[src/rtl/eec_pkg.sv]
package eec_pkg;

    typedef enum logic [1:0] {
        EDGE_NONE = 2'b00,
        EDGE_RISE = 2'b01,
        EDGE_FALL = 2'b10,
        EDGE_BOTH = 2'b11
    } edge_sel_e;

    function automatic logic edge_pass(input edge_sel_e sel, input logic rise, input logic fall);
        logic hit;
        case (sel)
            EDGE_RISE: hit = rise;
            EDGE_FALL: hit = fall;
            EDGE_BOTH: hit = rise | fall;
            default:   hit = 1'b0;
        endcase
        return hit;
    endfunction

endpackage

[src/rtl/eec_edge_qual.sv]
module eec_edge_qual
    import eec_pkg::*;
#(
    parameter int SYNC_STAGES = 2
) (
    input  logic       clk,
    input  logic       rst_n,
    input  logic       raw_i,
    input  logic [1:0] sel_i,
    output logic       qual_o
);

    localparam int LAST = SYNC_STAGES - 1;

    typedef struct packed {
        logic [LAST:0] chain;
        logic          prev;
    } sync_state_t;

    sync_state_t st_d, st_q;
    logic        now_s;
    logic        rise_s, fall_s;

    assign now_s = st_q.chain[LAST];

    always_comb begin
        st_d       = st_q;
        st_d.chain = {st_q.chain[LAST-1:0], raw_i};
        st_d.prev  = now_s;
        rise_s     = now_s & ~st_q.prev;
        fall_s     = ~now_s & st_q.prev;
        qual_o     = edge_pass(edge_sel_e'(sel_i), rise_s, fall_s);
    end

    always_ff @(posedge clk) begin
        if (!rst_n) begin
            st_q <= '0;
        end else begin
            st_q <= st_d;
        end
    end

    assert_sel_none_blocks_R7: assert property (@(posedge clk) disable iff (!rst_n)
        (sel_i == EDGE_NONE) |-> !qual_o);

    assert_edge_needs_change_R9: assert property (@(posedge clk) disable iff (!rst_n)
        qual_o |-> (now_s != st_q.prev));

endmodule

[src/rtl/eec_count_core.sv]
module eec_count_core #(
    parameter int CNT_W = 16
) (
    input  logic             clk,
    input  logic             rst_n,
    input  logic             en_i,
    input  logic             qual_i,
    input  logic [CNT_W-1:0] wdata_i,
    input  logic             wr_i,
    output logic [CNT_W-1:0] cnt_o,
    output logic             irq_o,
    output logic [CNT_W-1:0] buf_o
);

    localparam logic [CNT_W-1:0] PARK = {CNT_W{1'b1}};

    typedef struct packed {
        logic [CNT_W-1:0] cnt;
        logic [CNT_W-1:0] cmp_buf;
        logic [CNT_W-1:0] cmp_reg;
        logic             irq;
        logic             en;
    } core_state_t;

    core_state_t st_d, st_q;
    logic        en_rise;
    logic        step;

    assign en_rise = en_i & ~st_q.en;
    assign step    = en_i & st_q.en & qual_i;

    always_comb begin
        st_d     = st_q;
        st_d.irq = 1'b0;
        st_d.en  = en_i;
        if (wr_i) begin
            st_d.cmp_reg = wdata_i;
        end
        if (en_rise) begin
            st_d.cnt     = PARK;
            st_d.cmp_buf = st_q.cmp_reg;
        end else if (step) begin
            st_d.cmp_buf = st_q.cmp_reg;
            if (st_q.cnt == st_q.cmp_buf) begin
                st_d.cnt = '0;
                st_d.irq = 1'b1;
            end else begin
                st_d.cnt = st_q.cnt + 1'b1;
            end
        end
    end

    always_ff @(posedge clk) begin
        if (!rst_n) begin
            st_q <= '0;
        end else begin
            st_q <= st_d;
        end
    end

    assign cnt_o = st_q.cnt;
    assign irq_o = st_q.irq;
    assign buf_o = st_q.cmp_buf;

    assert_irq_with_zero_R5: assert property (@(posedge clk) disable iff (!rst_n)
        irq_o |-> (cnt_o == '0));

    assert_irq_after_edge_R5: assert property (@(posedge clk) disable iff (!rst_n)
        irq_o |-> $past(qual_i && en_i));

    assert_hold_no_edge_R3: assert property (@(posedge clk) disable iff (!rst_n)
        (!step && !en_rise) |=> $stable(cnt_o));

    assert_buf_only_on_transfer_R6: assert property (@(posedge clk) disable iff (!rst_n)
        (!step && !en_rise) |=> $stable(buf_o));

    assert_park_on_enable_R2: assert property (@(posedge clk) disable iff (!rst_n)
        en_rise |=> (cnt_o == PARK));

    assert_quiet_disabled_R10: assert property (@(posedge clk) disable iff (!rst_n)
        !en_i |=> !irq_o);

endmodule

[src/rtl/evt_edge_counter.sv]
module evt_edge_counter #(
    parameter int CNT_W       = 16,
    parameter int SYNC_STAGES = 2
) (
    input  logic             clk,
    input  logic             rst_n,
    input  logic             cnt_en,
    input  logic [1:0]       edge_sel,
    input  logic             evt_in,
    input  logic [CNT_W-1:0] cmp_wdata,
    input  logic             cmp_wr,
    output logic [CNT_W-1:0] count,
    output logic             match_irq,
    output logic [CNT_W-1:0] cmp_active
);

    logic qual_s;

    eec_edge_qual #(
        .SYNC_STAGES(SYNC_STAGES)
    ) u_qual (
        .clk   (clk),
        .rst_n (rst_n),
        .raw_i (evt_in),
        .sel_i (edge_sel),
        .qual_o(qual_s)
    );

    eec_count_core #(
        .CNT_W(CNT_W)
    ) u_core (
        .clk    (clk),
        .rst_n  (rst_n),
        .en_i   (cnt_en),
        .qual_i (qual_s),
        .wdata_i(cmp_wdata),
        .wr_i   (cmp_wr),
        .cnt_o  (count),
        .irq_o  (match_irq),
        .buf_o  (cmp_active)
    );

endmodule

[config.mk]
export PLATFORM = sky130hd
export DESIGN_NAME = evt_edge_counter
export DESIGN_NICKNAME = d
export VERILOG_FILES = /design/src/rtl/eec_pkg.sv /design/src/rtl/eec_edge_qual.sv /design/src/rtl/eec_count_core.sv /design/src/rtl/evt_edge_counter.sv
export SDC_FILE = /design/constraint.sdc
export NUM_CORES = 1
export LEC_CHECK = 0
export BUFFER_PORTS_ARGS = -buffer_cell sky130_fd_sc_hd__buf_2
export CAP_MARGIN = 30
export CORE_UTILIZATION = 41
export CTS_CLUSTER_SIZE = 12
export DETAILED_ROUTE_END_ITERATION = 7
export PLACE_DENSITY = 0.7
export RECOVER_POWER = 100
export SYNTH_ARGS = -nofsm -noshare
export SYNTH_HDL_FRONTEND = slang
export SYNTH_SLANG_ARGS = --single-unit
export TNS_END_PERCENT = 10
[constraint.sdc]
create_clock -name clk -period 2.17 [get_ports clk]
set_input_delay 0.217 -clock clk [delete_from_list [all_inputs] [get_ports clk]]
set_output_delay 0.217 -clock clk [all_outputs]
set_load 0.1 [all_outputs]
* Word level (Yosys, flattened, before mapping)
Cells that the tools add are included.
Word-level totals: register bits 53, latch bits 0, bits in writable memories 0, memory bits (read-only) 0, input port bits 23, output and inout port bits 33, logic and storage cells 30, memories kept 0
Cells by class: add/sub/neg operators 1, multiply operators 0, div/mod/pow operators 0, order comparisons 0, equality and inequality tests 4, shift operators 0, muxes and demuxes 5, bitwise logic cells 11, reductions and logical operators 2
Operators by type and width (number):
- two-way mux 32 bit | 2
- adder 16 x 1 -> 16 bit, second input constant | 1
- equality test 16 bit | 1
- two-way mux 16 bit | 1
- bitwise AND 1 bit | 5
- inverter 1 bit | 5
- equality test 2 bit, second input constant | 2
- one-hot mux 1 bit (3 select lines) | 1
- OR reduction 3 bit | 1
- equality test 2 x 1 -> 1 bit, second input constant | 1
- nonzero test 2 bit | 1
- two-way mux 1 bit | 1
- OR 1 bit | 1

* Depth between registers and ports, before layout
Gate-level depths: netlist of run 1.
word-level depth 7, mapped depth 9, gate-level depth less buffers 7

* By module
Synthesis of run 1 repeated with hierarchy kept, for this count alone.
Unflattened totals: cell total of the unflattened synthesis 324, area, all modules 2726.4 um^2
Modules (own cells, without submodules):
- eec_count_core | times used 1, cells an instance 309, area an instance 2588.7 um^2, sequential area each 1001.0 um^2
- eec_edge_qual | times used 1, cells an instance 15, area an instance 137.6 um^2, sequential area each 60.1 um^2

* Worst setup path after synthesis of run 1
Ideal clock, no wire load.
path kind register -> register, start point register u_qual.st_q, in the netlist u_qual.now_s, end point register u_core.st_q, in the netlist u_core.buf_o[0], setup time 0.128 ns, arrival 1.768 ns, data required time 2.042 ns, path slack 0.274 ns, stages on the path, launching flop included 9, path buffers 1, period minus slack after synthesis 1.896 ns, cell sequence dfxtp_1 inv_1 ha_1 nor2b_1 o21ai_2 a31oi_2 buf_6 mux2i_1 nor2_1
Between the ends: longest elaborated chain between the ends 6, elaborated cells between the ends (all ways) 7, classes of those cells mux: 1; bitwise: 5; reduce/logical: 1
Ends and longest elaborated chain:
- start: declaration | RTL line eec_edge_qual.sv:20 | sync_state_t st_d, st_q;
- start signal: assignment | RTL line eec_edge_qual.sv:39 | st_q <= st_d;
- inverter 1 bit | RTL line eec_edge_qual.sv:31 | fall_s = ~now_s & st_q.prev;
- bitwise AND 1 bit | RTL line eec_edge_qual.sv:31
- OR 1 bit | RTL line eec_pkg.sv:15 | EDGE_BOTH: hit = rise | fall;
- one-hot mux 1 bit (3 select lines) (*) | RTL line eec_pkg.sv:12 | case (sel)
- bitwise AND 1 bit (*) | RTL line eec_count_core.sv:30 | assign step = en_i & st_q.en & qual_i;
- nonzero test 2 bit (no line) (*)
- end signal: assignment | RTL line eec_count_core.sv:57 | st_q <= st_d;
- end: declaration | RTL line eec_count_core.sv:25 | core_state_t st_d, st_q;
Every way passes the cells marked *; elsewhere a longest branch is shown, timed or not. A chain may end at the register's enable or synchronous reset.

* Worst setup path after layout of run 1
start point register u_core.st_q, in the netlist u_core.cnt_o[0], end point register u_core.st_q, in the netlist u_core.cnt_o[12]
Between the ends: longest elaborated chain between the ends 4, elaborated cells between the ends (all ways) 5, classes of those cells add/sub: 1; eq/ne: 1; mux: 3
Ends and longest elaborated chain:
- adder 16 x 1 -> 16 bit / equality test 16 bit (equally long branches) | RTL line eec_count_core.sv:48, eec_count_core.sv:44
- two-way mux 16 bit (*) | RTL line eec_count_core.sv:44 | if (st_q.cnt == st_q.cmp_buf) begin
- two-way mux 32 bit (*) | RTL line eec_count_core.sv:42 | end else if (step) begin
- two-way mux 32 bit (*) | RTL line eec_count_core.sv:39 | if (en_rise) begin
Every way passes the cells marked *; elsewhere a longest branch is shown, timed or not. The select of a mux whose other input is x is not followed.

==> qor.yml, run 1 <==
floorplan:
  ios: 56
  fp.coreArea_sq_um: 6350
  row_count: 29
  start_util: 0.425
  die_w_um: 83.1
  die_height_um: 83.1
  dieArea_sq_um: 6910
cells_and_area:
  regArea_sq_um: 1060
  layout-drive-gt1-share: 0.156
  antennaDiodeCount: 0
  synthToLayoutAreaGrowth_pct: 6.40
  multi_input_area_sq_um: 1280
  postLayoutCellArea_sq_um: 2870
  finalNetCount: 352
  nFillCells: 637
power:
  power.density_nw_per_um2: 777
  power_w: 0.00223
  p_leak_nw: 1.21
  pwr-share-clk: 0.272
  p_int_w: 0.00142
  p_seq_frac: 0.497
  combPwrFrac: 0.231
  sw_frac_of_total: 0.363
  power.switching_w: 0.000810
  max-vdd-ir-drop_uv: 469
sta:
  slew_headroom: 0.212
  period_share: 0.935
  hold_viol: 0
  min_period_ns: 2.03
  worst_slew_pin_slew_ns: 1.19
  fmax_mhz: 493
  finalSetupViolCount: 0
  rsz0062_at_grt: "no"
  slew_viol_final: 0
  final.setup.tns_ns: 0
  clock-skew-final_ns: 0.00863
run:
  maxCapViolations: 0
logic_synthesis:
  syn_nets: 333
  yosys_warnings: 0
  syn_inst: 307
  ys_top_cells_by_area: "dfxtp_1 (39%), mux2i_1 (12%), buf_4 (8.9%)"
  ys_seq_area_frac: 0.393
  syn_area_sq_um: 2700
  synth_cell_types: 36
  ys_seq_elements: 53
  synth_area_per_cell_sq_um: 8.79
  synth_top_area_frac: 0.393
  synth_top_area_cell: "dfxtp_1"
global_route:
  grt_pass1_vias: 1997
  antenna_found_initial: 0
  grt_overflow: 0
  grt_max_degree: 35
  grt_pass1_wl_um: 9640
  grt.total_usage: 0.170
cts:
  cts_setup_buffers: 0
  htreeDepth: 2
  cts_buffers: 5
  cts_tree: "done"
  clk_latency_ns: 0.31
  cts_hold_buf: 0
  cts_buffer_depth: 2
  cts-root-buf: "clkbuf_8"
  cts_resized: 0
  cts.sinks: 53
  path_clk_slew_ns: 0.10
critical_path:
  crit_chain: "ha_1 > nand2_1 > nor2_1 > nand3_1 > or4b_1 > a31oi_1"
  crit_path_top_delay_cell: "dfxtp_1"
  max_stage_delay_ns: 0.50
  startpoint_type: "flip-flop"
  crit_type: "reg2reg"
  path_max_fanout: 7
  worstPathRequired_ns: 2.41
  crit_buf_inv: 0
  worstRegToRegCells: 6
  cp.arrival_ns: 2.26
  critical-path-top-delay-family: "simple AND/OR/NAND/NOR gates"
  r2r_slack_ns: 0.14
  worstReg2RegStart: "u_core.cnt_o[0]$_SDFFE_PN0P_"
  cp-end-kind: "flip-flop"
  timing.rr.end: "u_core.cnt_o[12]$_SDFFE_PN0P_"
outcome:
  status: "finished, final reports clean"
detailed_routing:
  drcViolationCount: 0
  wl_per_cell_um: 14.6
  ant_nets: 0
  wl_um: 5890
  drtPass1Iterations: 6
  drtIter0Drc: 205
  vias: 2166
  vias_per_cell: 5.36
placement:
  gp_congestion: 0.858
  place_area_sq_um: 2810
  dp_hpwl_um: 4280
  io_buffer_count: 55
hold_path:
  min_to: "u_qual.st_d[2]$_SDFF_PN0_"
  whs_path_depth: 2
  hp-class: "in2reg"
  hp-start: "evt_in"
==> cell type report <==
cell class / instances / share of cell area
clock buffers: 6 / 0.0288
clock inverters: 2 / 0.00610
inverters: 7 / 0.00915
multi-input cells: 197 / 0.445
flip-flops and latches: 53 / 0.370
well taps: 77 / 0.0336
repair buffers: 62 / 0.108
==> power groups by stage <==
stage,registers (W),logic (W),clock network (W)
after floorplan,0.00110,0.000494,0
after global placement,0.00113,0.000518,0
after detailed placement,0.00113,0.000524,0
after CTS,0.00111,0.000526,0.000622
after global routing,0.00112,0.000545,0.000651
final,0.00111,0.000516,0.000606
==> per-stage QoR <==
step	instances	hold WS [ns]	setup slack, ns	utilization
3_3_place_gp	396	0.444	0.298	0.443
2_1_floorplan	307	0.344	0.274	-
6_report	404	0.119	0.141	0.452
5_1_grt	404	0.128	0.0174	0.452
4_1_cts	404	0.118	0.201	0.459
3_5_place_dp	396	0.432	0.248	0.443
==> cells in the mapped netlist, drive strengths merged <==
master   count
a2111oi      5
a21o         1
a21oi       24
a31oi        5
a41oi        1
and2         5
and3         1
and4         2
buf         42
clkbuf       8
dfxtp       53
ha           3
inv          7
mux2i       32
nand2       13
nand3       12
nand3b       2
nand4        5
nand4b       1
nor2        39
nor2b        2
nor3         1
nor4         4
o211ai       1
o21a         2
o21ai        6
o221ai       5
or2          1
or3          6
or4b         2
xor2        16
==> per-layer routing <==
layer  up-vias  part of all wire  global-route usage
li1       1081                 -                   -
met1       976              0.46               0.227
met2        94              0.45               0.271
met3        15             0.071              0.0388
met4         0             0.019              0.0580
met5         -                 0                   0
==> worst max path at each step <==
stage,start,to,cells after the start
floorplan,u_qual.now_s$_SDFF_PN0_,u_core.buf_o[0]$_SDFFE_PN0P_,8
global placement,u_core.cnt_o[1]$_SDFFE_PN0P_,u_core.cnt_o[10]$_SDFFE_PN0P_,6
detailed placement,u_core.cnt_o[1]$_SDFFE_PN0P_,u_core.cnt_o[10]$_SDFFE_PN0P_,6
CTS,u_core.cnt_o[1]$_SDFFE_PN0P_,u_core.cnt_o[10]$_SDFFE_PN0P_,6
global route,u_core.cnt_o[1]$_SDFFE_PN0P_,u_core.cnt_o[12]$_SDFFE_PN0P_,6
finish,u_core.cnt_o[0]$_SDFFE_PN0P_,u_core.cnt_o[12]$_SDFFE_PN0P_,6
==> registers in the layout, indices dropped and copies added (netlist names) <==
| signal | cells |
|---|---|
| u_core.irq_o | 1 |
| u_core.st_q | 17 |
| u_qual.st_d | 1 |
| u_core.buf_o | 16 |
| u_qual.now_s | 1 |
| u_core.cnt_o | 16 |
| u_qual.st_q | 1 |
==> logic make-up after synthesis <==
family,share of synthesized area
buffers and inverters,0.130
AND/OR/NAND/NOR,0.175
AO/OA/AOI/OAI,0.118
flip-flops,0.393
multiplexers,0.119
XOR/XNOR,0.0519
adder cells (fa/ha/maj),0.0139
==> cells in the final DEF (no fill, tap or decap), drive strengths merged <==
cell type / instances
nor4: 4
xor2: 16
nor3: 1
clkinv: 1
o21ai: 6
a21o: 1
nor2: 39
nand3b: 2
or3: 6
o21a: 2
mux2i: 32
o211ai: 1
and4: 2
clkbuf: 42
a21oi: 24
dfxtp: 53
a2111oi: 5
nand2: 13
buf: 26
o221ai: 5
and2: 5
or4b: 2
nand4: 5
nand4b: 1
a31oi: 5
and3: 1
nand3: 12
a41oi: 1
ha: 3
or2: 1
inv: 8
nor2b: 2
==> worst reg2reg max path, delay by kind of cell (launching register included) <==
family,cells,cell delay [ns]
compound gates,1,0.14
fa+ha+maj,1,0.25
simple gates,4,1.08
flops,1,0.50
Power figures use the tool's default switching activity.
==> inputs of run 2 (changes only) <==
--- a/config.mk
+++ b/config.mk
@@ -14,5 +14,6 @@
 export RECOVER_POWER = 100
 export SYNTH_ARGS = -nofsm -noshare
 export SYNTH_HDL_FRONTEND = slang
+export SYNTH_HIERARCHICAL = 1
 export SYNTH_SLANG_ARGS = --single-unit
 export TNS_END_PERCENT = 10
==> qor.yml, run 2 <==
critical_path:
  cp.arrival_ns: 2.06  # -0.20 ns
  crit_buf_inv: 1  # +1
  cp-end-kind: "flip-flop"
  crit_type: "reg2reg"
  worstReg2RegStart: "u_core/cnt_o[2]$_SDFFE_PN0P_"
  timing.rr.end: "u_core/cnt_o[9]$_SDFFE_PN0P_"
  worstPathRequired_ns: 2.34  # -0.07 ns
  r2r_slack_ns: 0.28  # +0.14 ns
  critical-path-top-delay-family: "simple AND/OR/NAND/NOR gates"
  crit_path_top_delay_cell: "dfxtp_1"
  crit_chain: "xor2_1 > nor4_1 > nand4_1 > buf_4 > nand3_1 > o221ai_1"
  worstRegToRegCells: 6  # unchanged
  path_max_fanout: 21  # +14
  startpoint_type: "flip-flop"
  max_stage_delay_ns: 0.52  # +0.02 ns
logic_synthesis:
  synthFlopType: "dfxtp_1"
  ys_seq_area_frac: 0.389  # -0.00397
  synth_top_area_cell: "dfxtp_1"
  syn_nets: 350  # +5.1%
  async_reset_ff_frac: 0  # unchanged
  synth_top_area_frac: 0.389  # -0.00397
  ys_seq_elements: 53  # unchanged
  synth_area_per_cell_sq_um: 8.41  # -4.3%
  synth_common_cells: "dfxtp_1 (53), nand2_1 (46), buf_4 (34)"
  synth_edf_count: 0  # unchanged
  yosys_warnings: 6  # +6
  synth_cell_types: 38  # +5.6%
  syn_inst: 324  # +5.5%
  synth_most_common_cell: "dfxtp_1"
  syn_area_sq_um: 2730  # +1.0%
  ys_top_cells_by_area: "dfxtp_1 (39%), buf_4 (9.4%), nand2_1 (6.3%)"
floorplan:
  dieArea_sq_um: 6980  # +1.0%
  fp.coreArea_sq_um: 6390  # +0.57%
  die_w_um: 83.5  # +0.50%
  row_count: 29  # unchanged
  start_util: 0.427  # +0.00190
  ios: 56  # unchanged
  die_height_um: 83.5  # +0.50%
placement:
  place_area_sq_um: 2850  # +1.5%
  gp_congestion: 0.876  # +2.1%
  dp_cells: 417  # +5.3%
  io_buffer_count: 55  # unchanged
  dp_hpwl_um: 4390  # +2.7%
global_route:
  grt.total_usage: 0.176  # +0.00554
  grt_pass1_vias: 2016  # +0.95%
  grt_pass1_wl_um: 10100  # +4.8%
  grt_overflow: 0  # unchanged
  grt_max_degree: 32  # -8.6%
  antenna_found_initial: 0  # unchanged
cells_and_area:
  layout-drive-gt1-share: 0.184  # +0.0279
  finalNetCount: 373  # +6.0%
  final-instance-count-excl-fill: 425  # +5.2%
  largest_reg_flops: 17  # unchanged
  top_register: "u_core/st_q"
  mostFrequentLayoutCell: "dfxtp_1"
  utilization: 0.456  # +0.00409
  synthToLayoutAreaGrowth_pct: 6.88
  antennaDiodeCount: 0  # unchanged
  postLayoutCellArea_sq_um: 2910  # +1.5%
  nFillCells: 647  # +1.6%
  mostFrequentLayoutCells: "dfxtp_1 (53), nand2_1 (46), a21oi_1 (28), clkbuf_1 (21), buf_2 (20)"
sta:
  rsz0062_at_grt: "no"
  finalSetupViolCount: 0  # unchanged
  period_share: 0.871  # -0.0642
  slew_viol_final: 0  # unchanged
  clock-skew-final_ns: 0.0129  # +0.00429 ns
  final.setup.tns_ns: 0  # unchanged
  slew_headroom: 0.215  # +0.00240
  fmax_mhz: 529  # +7.4%
  hold_viol: 0  # unchanged
  whs_ns: 0.116  # -0.00329 ns
  min_period_ns: 1.89  # -0.139 ns
  worst_slew_pin_slew_ns: 1.18  # -0.00362 ns
cts:
  cts_buffer_depth: 2  # unchanged
  path_clk_slew_ns: 0.11  # about the same
  cts.sinks: 53  # unchanged
  htreeDepth: 2  # unchanged
  cts_buffers: 5  # unchanged
  cts-root-buf: "clkbuf_8"
  clk_latency_ns: 0.32  # about the same
  cts_tree: "done"
  cts_setup_buffers: 0  # unchanged
detailed_routing:
  wl_per_cell_um: 14.3  # -2.0%
  vias: 2231  # +3.0%
  wl_um: 6070  # +3.1%
  vias_per_cell: 5.25  # -2.1%
  drtIter0Drc: 170  # -17%
  drcViolationCount: 0  # unchanged
  ant_nets: 0  # unchanged
  drtPass1Iterations: 4  # -2
hold_path:
  whs_path_depth: 2  # unchanged
  min_to: "u_qual/st_d[2]$_SDFF_PN0_"
  hp-class: "in2reg"
  hp-start: "evt_in"
power:
  pwr-share-clk: 0.263  # -0.009
  power.switching_w: 0.000842  # +3.9%
  power.density_nw_per_um2: 769  # -0.95%
  max-vdd-ir-drop_uv: 526  # +12%
  combPwrFrac: 0.245  # +0.014
  p_seq_frac: 0.492  # -0.005
  sw_frac_of_total: 0.375  # +0.0123
  p_int_w: 0.00140  # -1.4%
  p_leak_nw: 1.18  # -3.0%
outcome:
  status: "finished, final reports clean"
run:
  maxCapViolations: 0  # unchanged
[run 2: cell count changes after synthesis, moves of 4 or more]
cell,delta
mux2i_1,-16
a21oi_1,+4
or3_1,-4
a21oi_2,+5
nand2_1,+33
a2111oi_0,-5
nor2_1,-23
inv_1,-4
a21boi_0,+8
nor3_1,+4
[run 2: final cells by class]
type                       instances  area [sq um]  share of cell area
clock inverter                     3          25.0             0.00859
timing repair buffer              69           349               0.120
clock buffer                       5          68.8              0.0236
multi-input combinational        214          1300               0.446
sequential                        53          1060               0.364
tap                               77          96.3              0.0331
inverter                           4          15.0             0.00515
[run 2: power groups by stage]
stage	sequential [W]	clock, W	combinational (W)
after global routing	0.00111	0.000652	0.000584
after CTS	0.00110	0.000598	0.000555
final	0.00110	0.000589	0.000549
after global placement	0.00112	0	0.000547
after floorplan	0.00110	0	0.000510
after detailed placement	0.00112	0	0.000554
[run 2: cell families after synthesis]
kind of cell,share of synthesized area
AND/OR/NAND/NOR,0.215
AO/OA/AOI/OAI,0.138
flip-flops,0.389
multiplexers,0.0587
XOR/XNOR,0.0514
buffers and inverters,0.134
adder cells (fa/ha/maj),0.0138
[run 2: timing repair]
action	in CTS	in global routing
hold buffers	0	0
gates resized for setup	0	1
endpoints found under the setup margin	0	2
[run 2: worst max-delay path by stage]
stage	slack, ns	to	start	cells past startpoint
floorplan	0.25	u_core/buf_o[10]$_SDFFE_PN0P_	u_qual/st_q[0]$_SDFF_PN0_	11
global placement	0.37	u_core/buf_o[13]$_SDFFE_PN0P_	u_qual/st_q[0]$_SDFF_PN0_	9
detailed placement	0.28	u_core/buf_o[12]$_SDFFE_PN0P_	u_qual/st_q[0]$_SDFF_PN0_	9
CTS	0.25	u_core/buf_o[12]$_SDFFE_PN0P_	u_qual/st_q[0]$_SDFF_PN0_	9
global route	0.004	u_core/cnt_o[13]$_SDFFE_PN0P_	u_qual/st_q[0]$_SDFF_PN0_	10
finish	0.28	u_core/cnt_o[9]$_SDFFE_PN0P_	u_core/cnt_o[2]$_SDFFE_PN0P_	6
[run 2: per-layer routing]
layer | share of wire | GRT usage
met5 | 0 | 0
met4 | 0.014 | 0.0508
met3 | 0.047 | 0.0336
met2 | 0.47 | 0.283
met1 | 0.47 | 0.240
[run 2: through the flow]
step | power, W | worst slack, ns
CTS | 0.00226 | 0.246
global placement | 0.00167 | 0.373
detailed placement | 0.00168 | 0.279
floorplan | 0.00161 | 0.247
finish | 0.00224 | 0.280
global route | 0.00235 | 0.00403
==> inputs of run 3 (changes only) <==
--- a/config.mk
+++ b/config.mk
@@ -12,6 +12,7 @@
 export DETAILED_ROUTE_END_ITERATION = 7
 export PLACE_DENSITY = 0.7
 export RECOVER_POWER = 100
+export SKIP_LAST_GASP = 1
 export SYNTH_ARGS = -nofsm -noshare
 export SYNTH_HDL_FRONTEND = slang
 export SYNTH_HIERARCHICAL = 1
==> constraint.sdc (replaced) <==
create_clock -name clk -period 1.8 [get_ports clk]
set_input_delay 0.18 -clock clk [delete_from_list [all_inputs] [get_ports clk]]
set_output_delay 0.18 -clock clk [all_outputs]
set_load 0.1 [all_outputs]
==> qor.yml, run 3 (synthesis gave the netlist of run 2 again) <==
outcome:
  status: "finished, final reports clean"
cells_and_area:
  postLayoutCellArea_sq_um: 3240  # +11%
  top_register: "u_core/st_q"
  largest_reg_flops: 17  # unchanged
  mostFrequentLayoutCells: "dfxtp_1 (51), nand2_1 (45), clkbuf_2 (32), buf_4 (27), a21oi_1 (27)"
  finalNetCount: 391  # +4.8%
  utilization: 0.507  # +0.0505
  layout-drive-gt1-share: 0.314  # +0.130
  mostFrequentLayoutCell: "dfxtp_1"
  antennaDiodeCount: 0  # unchanged
  nFillCells: 607  # -6.2%
  synthToLayoutAreaGrowth_pct: 18.7
detailed_routing:
  vias_per_cell: 5.27  # +0.41%
  drtIter0Drc: 218  # +28%
  wl_per_cell_um: 14.7  # +3.0%
  drtPass1Iterations: 4  # unchanged
  vias: 2335  # +4.7%
  ant_nets: 0  # unchanged
  wl_um: 6520  # +7.4%
  drcViolationCount: 0  # unchanged
sta:
  min_period_ns: 1.78  # -0.114 ns
  fmax_mhz: 563  # +6.4%
  period_share: 0.987  # +0.116
  hold_viol: 0  # unchanged
  clock-skew-final_ns: 0.00909  # -0.00383 ns
  slew_viol_final: 0  # unchanged
  rsz0062_at_grt: "yes"
  finalSetupViolCount: 0  # unchanged
  slew_headroom: 0.252  # +0.0379
  worst_slew_pin_slew_ns: 1.12  # -0.0619 ns
  whs_ns: 0.0713  # -0.0444 ns
  final.setup.tns_ns: 0  # unchanged
critical_path:
  worstReg2RegStart: "u_qual/st_q[0]$_SDFF_PN0_"
  r2r_slack_ns: 0.02  # -0.26 ns
  crit_buf_inv: 4  # +3
  crit_path_top_delay_cell: "dfxtp_2"
  cp.arrival_ns: 1.98  # -0.08 ns
  path_max_fanout: 8  # -62%
  cp_common_cell: "buf_4"
  timing.rr.end: "u_core/cnt_o[1]$_SDFFE_PN0P_"
  crit_type: "reg2reg"
  cp-end-kind: "flip-flop"
  critical-path-top-delay-family: "buffers and inverters"
  max_stage_delay_ns: 0.34  # -0.18 ns
  crit_start: "u_qual/st_q[0]$_SDFF_PN0_"
  crit_chain: "buf_4 > buf_4 > ha_1 > nand2_1 > o21ai_2 > nand2_4 > buf_4 > buf_4 > a21oi_1 > a21boi_0"
  critical_path_depth: 10  # +4
  worstRegToRegCells: 10  # +4
  crit_end: "u_core/cnt_o[1]$_SDFFE_PN0P_"
  startpoint_type: "flip-flop"
  worstPathRequired_ns: 2.01  # -0.33 ns
global_route:
  antenna_found_initial: 0  # unchanged
  grt_overflow: 0  # unchanged
  grt_pass1_vias: 2176  # +7.9%
  grt_max_degree: 33  # +3.1%
  met1_usage: 0.232  # -0.00759
  met3_usage: 0.0485  # +0.0148
  top_usage_layer: "met2"
  grt.total_usage: 0.183  # +0.00769
  grtUsageMet2: 0.300  # +0.0171
  grt_pass1_wl_um: 10300  # +2.4%
power:
  combPwrFrac: 0.251  # +0.006
  power.density_nw_per_um2: 936  # +22%
  sw_frac_of_total: 0.337  # -0.0387
  power_w: 0.00303  # +35%
  power.switching_w: 0.00102  # +21%
  p_int_w: 0.00201  # +44%
  max-vdd-ir-drop_uv: 645  # +23%
  p_seq_frac: 0.431  # -0.061
  p_leak_nw: 1.41  # +19%
  pwr-share-clk: 0.318  # +0.055
cts:
  cts.sinks: 53  # unchanged
  cts_tree: "done"
  clk_latency_ns: 0.32  # about the same
  htreeDepth: 2  # unchanged
  path_clk_slew_ns: 0.10  # about the same
  cts_buffers: 5  # unchanged
  cts_buffer_depth: 2  # unchanged
  cts-root-buf: "clkbuf_8"
floorplan:
  ios: 56  # unchanged
  fp.coreArea_sq_um: 6390  # unchanged
  row_count: 29  # unchanged
  start_util: 0.427  # unchanged
  die_height_um: 83.5  # unchanged
  die_w_um: 83.5  # unchanged
  dieArea_sq_um: 6980  # unchanged
run:
  maxCapViolations: 0  # unchanged
placement:
  gp_congestion: 0.876  # about the same
  io_buffer_count: 55  # unchanged
  place_area_sq_um: 2980  # +4.5%
  dp_hpwl_um: 4650  # +5.8%
hold_path:
  hp-start: "evt_in"
  hp-class: "in2reg"
run 3: changes by cell type in the layout (fill, tap and decap cells not counted), sizes merged:
cell      change
nand2         +1
buf          +20
clkbuf        -3
clkinvlp      -1
inv           -1
bufinv        +2
run 3: through the flow:
stage | cells | setup slack [ns]
after CTS | 438 | 0.0110
after global routing | 443 | -0.0350
after detailed placement | 430 | -0.00259
after global placement | 430 | 0.0229
final | 443 | 0.0243
after floorplan | 324 | -0.0197
run 3: cell type report:
class,count,area [sq um],share of cell area
clock buffers,5,68.8,0.0213
multi-input cells,215,1390,0.430
well taps,77,96.3,0.0298
flip-flops and latches,53,1060,0.329
inverters,4,15.0,0.00464
clock inverters,3,68.8,0.0213
repair buffers,86,532,0.164
run 3: worst min path at each step:
| stage | end | slack [ns] | cells after the start |
|---|---|---|---|
| 2_1_floorplan | u_qual/st_d[2]$_SDFF_PN0_ | 0.30 | 1 |
| 3_3_place_gp | u_qual/st_d[2]$_SDFF_PN0_ | 0.39 | 2 |
| 3_5_place_dp | u_qual/st_d[2]$_SDFF_PN0_ | 0.39 | 2 |
| 4_1_cts | u_qual/st_d[2]$_SDFF_PN0_ | 0.06 | 2 |
| 5_1_grt | u_qual/st_d[2]$_SDFF_PN0_ | 0.08 | 2 |
| 6_report | u_qual/st_d[2]$_SDFF_PN0_ | 0.07 | 2 |
run 3: what timing repair did:
item / 4_1_cts / 5_1_grt
setup buffers: 0 / 3
setup endpoints to repair: 5 / 30
gates cloned: 0 / 2
pin swaps: 0 / 5
endpoints found under the hold margin: 0 / 0
hold buffers: 0 / 0
gates resized for setup: 1 / 19
run 3: per-layer routing:
layer  vias up  wire length, um
li1       1162                -
met1      1075             2930
met2        84             3070
met3        14              386
met4         0              134
met5         -                0
run 3: power groups by stage:
| stage | logic [W] | registers, W | clock network, W |
|---|---|---|---|
| 2_1_floorplan | 0.000616 | 0.00132 | 0 |
| 3_3_place_gp | 0.000727 | 0.00133 | 0 |
| 3_5_place_dp | 0.000732 | 0.00133 | 0 |
| 4_1_cts | 0.000736 | 0.00130 | 0.000977 |
| 5_1_grt | 0.000805 | 0.00132 | 0.00104 |
| 6_report | 0.000760 | 0.00131 | 0.000963 |
